**src/rtl/nor_hdr_pkg.sv**
```systemverilog
package nor_hdr_pkg;
  localparam int WORD_W = 32;
  localparam int BEAT_W = 16;
  localparam logic [WORD_W-1:0] HDR_RSVD_MASK = 32'hFFFF_F0CE;
  localparam logic [WORD_W-1:0] BOOT_MAGIC    = 32'h4150_4954;
  localparam logic [WORD_W-1:0] ST_OK         = 32'd0;
  localparam logic [WORD_W-1:0] ST_HDR_BAD    = 32'd5;
  localparam logic [WORD_W-1:0] ST_MAGIC_BAD  = 32'd6;

  typedef enum logic [2:0] {
    PH_HDR, PH_MAGIC, PH_OP, PH_OFFER, PH_DONE, PH_FAIL
  } phase_t;
endpackage

```
**src/rtl/nhl_bus_port.sv**
```systemverilog
module nhl_bus_port import nor_hdr_pkg::*; #(
  parameter int ADDR_W = 16,
  parameter int WAIT_W = 4
) (
  input  logic              clk,
  input  logic              rst_n,
  input  logic              req,
  input  logic [ADDR_W-1:0] req_addr,
  input  logic [WAIT_W-1:0] wait_cycles,
  output logic              cs_n,
  output logic [ADDR_W-1:0] addr,
  input  logic [BEAT_W-1:0] rdata,
  output logic              beat_valid,
  output logic [BEAT_W-1:0] beat_data
);
  logic              busy;
  logic [WAIT_W-1:0] cnt;

  always_ff @(posedge clk or negedge rst_n) begin
    if (!rst_n) begin
      busy       <= 1'b0;
      cnt        <= '0;
      addr       <= '0;
      beat_valid <= 1'b0;
      beat_data  <= '0;
    end else begin
      beat_valid <= 1'b0;
      if (!busy) begin
        if (req) begin
          busy <= 1'b1;
          cnt  <= wait_cycles;
          addr <= req_addr;
        end
      end else if (cnt == '0) begin
        busy       <= 1'b0;
        beat_valid <= 1'b1;
        beat_data  <= rdata;
      end else begin
        cnt <= cnt - 1'b1;
      end
    end
  end

  assign cs_n = ~busy;

  assert_addr_hold_R8: assert property (@(posedge clk) disable iff (!rst_n)
    (!cs_n && $past(!cs_n)) |-> $stable(addr));
  assert_strobe_ends_in_beat_R8: assert property (@(posedge clk) disable iff (!rst_n)
    !cs_n |=> (!cs_n || beat_valid));
  assert_gap_R8: assert property (@(posedge clk) disable iff (!rst_n)
    beat_valid |-> cs_n);
endmodule

```
**src/rtl/nhl_word_pack.sv**
```systemverilog
module nhl_word_pack import nor_hdr_pkg::*; (
  input  logic              clk,
  input  logic              rst_n,
  input  logic              wide,
  input  logic              beat_valid,
  input  logic [BEAT_W-1:0] beat_data,
  output logic              word_valid,
  output logic [WORD_W-1:0] word
);
  logic [1:0] part;
  logic [1:0] last_part;

  assign last_part = wide ? 2'd1 : 2'd3;

  always_ff @(posedge clk or negedge rst_n) begin
    if (!rst_n) begin
      part       <= '0;
      word       <= '0;
      word_valid <= 1'b0;
    end else begin
      word_valid <= 1'b0;
      if (beat_valid) begin
        if (wide) word <= {beat_data, word[WORD_W-1:BEAT_W]};
        else      word <= {beat_data[7:0], word[WORD_W-1:8]};
        if (part == last_part) begin
          part       <= '0;
          word_valid <= 1'b1;
        end else begin
          part <= part + 2'd1;
        end
      end
    end
  end

  assert_part_bound_R3: assert property (@(posedge clk) disable iff (!rst_n)
    wide |-> (part <= 2'd1));
endmodule

```
**src/rtl/nhl_hdr_check.sv**
```systemverilog
module nhl_hdr_check import nor_hdr_pkg::*; (
  input  logic [WORD_W-1:0] cfg,
  output logic              hdr_ok,
  output logic              want16
);
  always_comb begin
    hdr_ok = ((cfg & HDR_RSVD_MASK) == '0);
    want16 = cfg[0];
  end
endmodule

```
**src/rtl/nor_hdr_loader.sv**
```systemverilog
module nor_hdr_loader import nor_hdr_pkg::*; #(
  parameter int ADDR_W = 16,
  parameter int WAIT_W = 4
) (
  input  logic              clk,
  input  logic              rst_n,
  input  logic [WAIT_W-1:0] wait_cycles,
  output logic              fl_cs_n,
  output logic [ADDR_W-1:0] fl_addr,
  input  logic [15:0]       fl_rdata,
  output logic [31:0]       cfg_word,
  output logic              wide16,
  output logic              op_valid,
  input  logic              op_ready,
  output logic [31:0]       op_data,
  output logic              done,
  output logic              err,
  output logic [31:0]       status
);
  localparam logic [ADDR_W-1:0] HALF_START = ADDR_W'(2);
  localparam logic [ADDR_W-1:0] BYTE_START = ADDR_W'(4);

  phase_t            phase;
  logic [ADDR_W-1:0] idx;
  logic [2:0]        left;
  logic              pend;
  logic              bus_req;
  logic              beat_valid, word_valid;
  logic [BEAT_W-1:0] beat_data;
  logic [WORD_W-1:0] word;
  logic              hdr_ok, want16;
  logic [2:0]        beats;

  assign beats   = wide16 ? 3'd2 : 3'd4;
  assign bus_req = (phase == PH_HDR || phase == PH_MAGIC || phase == PH_OP)
                   && (left != 3'd0) && !pend;

  nhl_bus_port #(.ADDR_W(ADDR_W), .WAIT_W(WAIT_W)) u_bus (
    .clk(clk), .rst_n(rst_n), .req(bus_req), .req_addr(idx),
    .wait_cycles(wait_cycles), .cs_n(fl_cs_n), .addr(fl_addr),
    .rdata(fl_rdata), .beat_valid(beat_valid), .beat_data(beat_data)
  );

  nhl_word_pack u_pack (
    .clk(clk), .rst_n(rst_n), .wide(wide16), .beat_valid(beat_valid),
    .beat_data(beat_data), .word_valid(word_valid), .word(word)
  );

  nhl_hdr_check u_chk (.cfg(word), .hdr_ok(hdr_ok), .want16(want16));

  always_ff @(posedge clk or negedge rst_n) begin
    if (!rst_n) begin
      phase    <= PH_HDR;
      idx      <= '0;
      left     <= 3'd4;
      pend     <= 1'b0;
      wide16   <= 1'b0;
      cfg_word <= '0;
      op_data  <= '0;
      status   <= ST_OK;
      done     <= 1'b0;
      err      <= 1'b0;
    end else begin
      if (bus_req) begin
        pend <= 1'b1;
        idx  <= idx + ADDR_W'(1);
        left <= left - 3'd1;
      end
      if (beat_valid) pend <= 1'b0;
      if (word_valid) begin
        case (phase)
          PH_HDR: begin
            cfg_word <= word;
            if (hdr_ok) begin
              wide16 <= want16;
              idx    <= want16 ? HALF_START : BYTE_START;
              left   <= want16 ? 3'd2 : 3'd4;
              phase  <= PH_MAGIC;
            end else begin
              status <= ST_HDR_BAD;
              err    <= 1'b1;
              phase  <= PH_FAIL;
            end
          end
          PH_MAGIC: begin
            if (word == BOOT_MAGIC) begin
              left  <= beats;
              phase <= PH_OP;
            end else begin
              status <= ST_MAGIC_BAD;
              err    <= 1'b1;
              phase  <= PH_FAIL;
            end
          end
          PH_OP: begin
            op_data <= word;
            done    <= 1'b1;
            phase   <= PH_OFFER;
          end
          default: ;
        endcase
      end
      if (phase == PH_OFFER && op_ready) phase <= PH_DONE;
    end
  end

  assign op_valid = (phase == PH_OFFER);

  assert_err_sticky_R9: assert property (@(posedge clk) disable iff (!rst_n)
    err |=> (err && $stable(status)));
  assert_done_sticky_R9: assert property (@(posedge clk) disable iff (!rst_n)
    done |=> (done && !err));
  assert_offer_hold_R7: assert property (@(posedge clk) disable iff (!rst_n)
    (op_valid && !op_ready) |=> (op_valid && $stable(op_data)));
  assert_quiet_after_fail_R4: assert property (@(posedge clk) disable iff (!rst_n)
    err |-> fl_cs_n);
  assert_clean_header_R4: assert property (@(posedge clk) disable iff (!rst_n)
    (phase == PH_MAGIC) |-> ((cfg_word & HDR_RSVD_MASK) == '0));
endmodule

```
**config.mk**
```make
export PLATFORM = sky130hd
export DESIGN_NAME = nor_hdr_loader
export DESIGN_NICKNAME = d
export VERILOG_FILES = /design/src/rtl/nor_hdr_pkg.sv /design/src/rtl/nhl_bus_port.sv /design/src/rtl/nhl_word_pack.sv /design/src/rtl/nhl_hdr_check.sv /design/src/rtl/nor_hdr_loader.sv
export SDC_FILE = /design/constraint.sdc
export NUM_CORES = 1
export LEC_CHECK = 0
export ABC_AREA = 1
export BUFFER_PORTS_ARGS = -buffer_cell sky130_fd_sc_hd__buf_4
export CORE_MARGIN = 5
export CORE_UTILIZATION = 60
export DETAILED_ROUTE_END_ITERATION = 10
export PLACE_DENSITY = 0.85
export SYNTH_ARGS = -nofsm -noshare
export SYNTH_HDL_FRONTEND = slang
export SYNTH_SLANG_ARGS = --single-unit
```
**constraint.sdc**
```tcl
create_clock -name clk -period 2.85 [get_ports clk]
set_input_delay 0.285 -clock clk [delete_from_list [all_inputs] [get_ports clk]]
set_output_delay 0.285 -clock clk [all_outputs]
set_load 0.02 [all_outputs]
```
**After elaboration in Yosys (flattened, before gate mapping)**

Cells that the tools add are included.

- Bits in registers: 195
- Latch bits: 0
- Memory bits (writable): 0
- Bits in read-only memories: 0
- Input port bits: 23
- Output and inout port bits: 117
- Word-level logic and storage cells: 92
- Memories kept: 0

- Add/subtract/negate cells: 4
- $mul: 0
- Divide/modulo/power cells: 0
- Order comparisons: 0
- Equal/unequal tests: 8
- Shift-type cells: 0
- Mux-type cells: 38
- Bitwise gates (word level): 1
- Reduce and logical (&&, ||, !) cells: 23

Operators by type and width:

| operator | count |
|---|---|
| 2-to-1 mux 32 bit | 3 |
| 2-to-1 mux 16 bit | 4 |
| one-hot mux 32 bit (2 select lines) | 1 |
| 2-to-1 mux 3 bit | 11 |
| equality test 32 x 31 -> 1 bit, second input constant | 1 |
| logical NOT 32 bit | 1 |
| adder 16 x 1 -> 16 bit, second input constant | 1 |
| 2-to-1 mux 4 bit | 3 |
| AND reduction 2 bit | 6 |
| 2-to-1 mux 1 bit | 11 |
| one-hot mux 3 bit (3 select lines) | 1 |
| nonzero test 2 bit | 4 |
| equality test 3 x 2 -> 1 bit, second input constant | 2 |
| inequality test 2 bit, second input constant | 3 |
| one-hot mux 3 bit (2 select lines) | 1 |
| logical NOT 4 bit | 1 |
| 2-to-1 mux 2 bit | 2 |
| AND reduction 4 bit | 1 |
| nonzero test 4 bit | 1 |
| subtractor 4 x 1 -> 4 bit, second input constant | 1 |
| equality test 3 x 1 -> 1 bit, second input constant | 1 |
| logical AND 1 bit | 3 |
| logical NOT 3 bit | 1 |
| AND reduction 3 bit | 1 |
| other kinds (8) | 9 |

**Depth between registers and ports, before layout**

- Depth after elaboration: 9
- Depth in mapped cells: 14
- Mapped depth without buffers: 14

**Hierarchy**

Synthesis repeated with hierarchy kept, for this count alone.

- Cells, all modules: 941
- Area total of the unflattened synthesis: 7896.3 um^2

Modules (own cells, without submodules):

| module | times used | cells each | area an instance (um^2) | sequential area each (um^2) |
|---|---|---|---|---|
| nor_hdr_loader | 1 | 505 | 4284.1 | 2303.5 |
| nhl_word_pack | 1 | 262 | 1886.8 | 875.8 |
| nhl_bus_port | 1 | 148 | 1619.1 | 950.9 |
| nhl_hdr_check | 1 | 26 | 106.4 | 0.0 |

**Least setup slack after synthesis**

No wires, ideal clock.

- Path type: register -> register
- From: reg left[0]
- To: reg u_bus.addr[4]
- Setup time: 125 ps
- Data arrival time: 1415 ps
- Data required time: 2725 ps
- Slack: 1311 ps
- Stages on the path, launching flop included: 10
- Path buffers: 0
- Period minus slack after synthesis: 1539 ps
- Path through: dfrtp_1 inv_1 ha_1 inv_1 nor2_1 nor2_4 nand2_4 inv_4 nand2_2 mux2_2

- Word-level cells in the longest chain between the ends: 4

Ends and longest elaborated chain:

| what | line | source |
|---|---|---|
| start, declared | nor_hdr_loader.sv:25 | `logic [2:0] left;` |
| start signal, assigned | nor_hdr_loader.sv:67 | `left <= left - 3'd1;` |
| start signal, assigned | nor_hdr_loader.sv:77 | `left <= want16 ? 3'd2 : 3'd4;` |
| start signal, assigned | nor_hdr_loader.sv:87 | `left <= beats;` |
| nonzero test 3 bit | nor_hdr_loader.sv:36 | `&& (left != 3'd0) && !pend;` |
| logical AND 1 bit (2 in series) | nor_hdr_loader.sv:36 |  |
| AND reduction 2 bit (no line) | n/a |  |
| end signal, assigned | nhl_bus_port.sv:32 | `addr <= req_addr;` |
| end, declared | nhl_bus_port.sv:11 | `output logic [ADDR_W-1:0] addr,` |

No other way between the ends.
A chain may end at the register's enable or synchronous reset.

**Worst setup path in the final report**

- From: reg u_bus.cnt[0]
- To: reg u_bus.cnt[0]

- Word-level cells in the longest chain between the ends: 3
- Elaborated cells between the ends (all ways): 6
- Those cells by class: add/sub: 1; eq/ne: 1; mux: 2; reduce/logical: 2

Ends and longest elaborated chain:

| what | line | source |
|---|---|---|
| start, declared | nhl_bus_port.sv:17 | `logic [WAIT_W-1:0] cnt;` |
| start signal, assigned | nhl_bus_port.sv:31 | `cnt <= wait_cycles;` |
| start signal, assigned | nhl_bus_port.sv:39 | `cnt <= cnt - 1'b1;` |
| subtractor 4 x 1 -> 4 bit or logical NOT 4 bit (tied branches) | nhl_bus_port.sv:39, nhl_bus_port.sv:34 |  |
| 2-to-1 mux 4 bit or inequality test 2 bit (tied branches) | n/a |  |
| 2-to-1 mux 4 bit or AND reduction 2 bit (tied branches) | n/a |  |

Several ways; a longest one is shown, not always the timed one. The select of a mux whose other input is x is not followed.

==> flow_summary.yaml <==
critical_path:
  critPathTopFamily: "compound AO/OA/AOI/OAI gates"
  end_kind: "register"
  crit_buf_inv: 2
  ff2ff_path_depth: 7
  critPathLaunchType: "register"
  regToRegEndpoint: "u_bus.cnt[0]"
  path_cells: "inv_1 > ha_1 > nand4_2 > clkinv_1 > a21oi_4 > o211ai_1 > o21ai_0"
  crit_type: "reg2reg"
  cp_slowest_cell: "clkinv_1"
  r2r_start: "u_bus.cnt[0]"
  required_ns: 3.19
  rrSetupSlack_ns: 0.76
  crit_path_max_incr_delay_ns: 0.50
  critPathArrivalTime_ns: 2.44
  worstPathMaxFanout: 18
yosys:
  synth-edff-count: 0
  synth_warnings: 0
  synth.avg_cell_area_sq_um: 8.57
  yosysUniqueCellTypes: 38
  synth-main-ff-cell: "dfrtp_1"
  seq_area_frac_synth: 0.555
  synth.cell_area_sq_um: 7450
  ys_async_sr_fraction: 1.00
  synthCells: 869
  synth-seq-cells: 165
floorplanning:
  die_w_microns: 121
  ioPinCount: 140
  initial_core_util: 0.615
  core_sq_um: 12100
  dieHeight_microns: 121
  std_cell_rows: 40
  dieArea_sq_um: 14700
sta:
  final_hold_viol_count: 0
  worst_pin_slew_ns: 0.632
  finalHoldWorstSlack_ns: 0.0494
  fin_crit_sh: 0.735
  finalClockSkew_ns: 0.00888
  slew_viol_final: 0
  setup_viol: 0
  period_needed_ns: 2.09
  rsz0062_at_grt: "false"
  max_freq_mhz: 477
  relSlewSlack: 0.578
  fin_tns_setup_ns: 0
route:
  wl_per_cell_microns: 15.4
  drc: 0
  vias_per_cell: 5.48
  first_pass_iters: 5
  drt_iter0_markers: 689
  dr_total_vias: 6315
  postRouteAntennaNets: 0
  wl_microns: 17700
hold_path:
  min_to: "u_bus.beat_data[11]"
  min-delay-start: "fl_rdata[11]"
  hold_depth: 3
  hold_class: "in2reg"
final_layout:
  antennaDiodeCount: 0
  fillCellCount: 882
  area.growth.synth_to_final_pct: 20.0
  final_nets: 999
  drive_above_1_share: 0.176
power:
  power.leakage_nw: 4.48
  ir_drop_mv: 0.318
  powerDensity_nw_per_um2: 549
cts:
  clockRootBuffer: "clkbuf_16"
  htree_levels: 4
  cts_tree: "built"
  clk_latency_ns: 0.42
  cts_made_buffers: 17
  clock-sinks: 165
  clk_pin_slew_ns: 0.07
  cts_max_path_buffers: 2
global_route:
  grt_start_max_net_pins: 75
  overflow: 0
  busiest_layer: "met2"
  grt_antenna_before_repair: 0
  met2_usage: 0.382
  grtUsageMet1: 0.349
  met3_usage: 0.0457
  grtUsageTotal: 0.245
  grt_pass1_vias: 5963
  grt_pass1_wl_microns: 29000
place:
  place_hpwl_microns: 12000
  io_buffers: 110
  place.gp.congestion: 0.908
run_status:
  status: "finished clean"
job:
  maxCapViolCount: 0
## worst min-delay path: stages
cell and delay [ns]:
buf_4 0.08, nand2_1 0.04, nand2_1 0.04
## layout by cell type (no fill, tap or decap), types with 3 or more instances in the layout
| cell | count |
|---|---|
| nand2_1 | 224 |
| buf_4 | 117 |
| nor2_4 | 3 |
| a21oi_1 | 14 |
| nand2_2 | 6 |
| inv_6 | 3 |
| o21ai_0 | 125 |
| nor3_1 | 9 |
| inv_1 | 84 |
| xor2_1 | 7 |
| bufinv_16 | 4 |
| nand4_1 | 5 |
| o211ai_1 | 4 |
| clkinvlp_4 | 3 |
| dfrtp_1 | 164 |
| nand3_1 | 24 |
| clkbuf_16 | 17 |
| ha_1 | 5 |
| o22ai_1 | 32 |
| nor2_1 | 73 |
| conb_1 | 29 |
## cells by family after synthesis
logic type / count (synthesis) / synth area share
simple gates: 354 / 0.198
other cells: 1 / 0.000504
xor+xnor: 7 / 0.00823
buf+inv: 154 / 0.0973
fa+ha+maj: 5 / 0.00840
flops: 165 / 0.555
mux: 1 / 0.00151
compound gates: 182 / 0.132
## how the worst max path moves through the flow
stage / start / end / slack [ns] / cells after the start
after global placement: u_bus.cnt[0] / u_bus.cnt[0] / 0.85 / 7
after detailed placement: u_bus.cnt[0] / u_bus.cnt[3] / 0.72 / 7
after global routing: u_bus.cnt[0] / u_bus.cnt[0] / 0.50 / 7
after floorplan: left[0] / u_bus.addr[4] / 1.31 / 9
final: u_bus.cnt[0] / u_bus.cnt[0] / 0.76 / 7
after CTS: u_bus.cnt[0] / u_bus.cnt[3] / 0.72 / 7
## metal layers
metal / vias up / wire length, microns
li1: 2954 / -
met5: - / 0
met1: 3047 / 7760
met2: 287 / 8440
met4: 0 / 295
met3: 27 / 1240
## stage by stage
step | std cells | setup WS [ns] | area, sq um | util | total power [W]
floorplan | 897 | 1.31 | 7550 | - | 0.00245
global placement | 1119 | 0.853 | 8290 | 0.685 | 0.00249
detailed placement | 1119 | 0.724 | 8290 | 0.685 | 0.00249
CTS | 1152 | 0.720 | 8940 | 0.738 | 0.00492
global route | 1152 | 0.496 | 8940 | 0.738 | 0.00504
finish | 1152 | 0.755 | 8940 | 0.738 | 0.00491
## what timing repair did
action                    4_1_cts  5_1_grt
hold endpoints to repair       57        0
setup buffers                   0        0
hold buffers                    1        0
gates resized for setup         0        0
## synthesized netlist by cell type, types with 3 or more instances
cell type | n | area, sq um
o211ai_1 | 4 | 30.0
a21oi_1 | 14 | 70.1
nand2_2 | 5 | 31.3
buf_4 | 33 | 248
ha_1 | 5 | 62.6
nand3_1 | 25 | 125
nor2_1 | 73 | 274
o21ai_0 | 125 | 626
inv_1 | 84 | 315
buf_1 | 3 | 11.3
o22ai_1 | 32 | 200
nor3_1 | 9 | 45.0
nand4_1 | 5 | 31.3
buf_2 | 10 | 50.1
nand2_1 | 225 | 845
nor2_4 | 3 | 33.8
xor2_1 | 7 | 61.3
dfrtp_1 | 164 | 4100
clkbuf_1 | 18 | 67.6
## final cells by class
cell class,instances,area (sq um),share of cell area
sequential,165,4130,0.462
multi-input combinational,578,2700,0.303
timing repair buffer,120,920,0.103
clock buffer,19,443,0.0496
inverter,89,337,0.0377
tap,168,210,0.0235
clock inverter,13,194,0.0217
## registers in the layout, summed over array words and instances, names as in the netlist
name and count:
u_bus.beat_data 16, u_bus.busy 1, u_bus.addr 16, idx 16
cfg_word 32, u_pack.part 2, left 3, phase 3
u_bus.cnt 4, pend 1, done 1, u_pack.word 32
wide16 1, status 3, op_data 32, u_bus.beat_valid 1
u_pack.word_valid 1
## power by group
group	internal [W]	switching [W]
clock network	0.00150	0.000958
logic	0.0000240	0.0000823
registers	0.00234	0
total	0.00387	0.00104
Note: power is estimated with default switching activity, not from simulation.
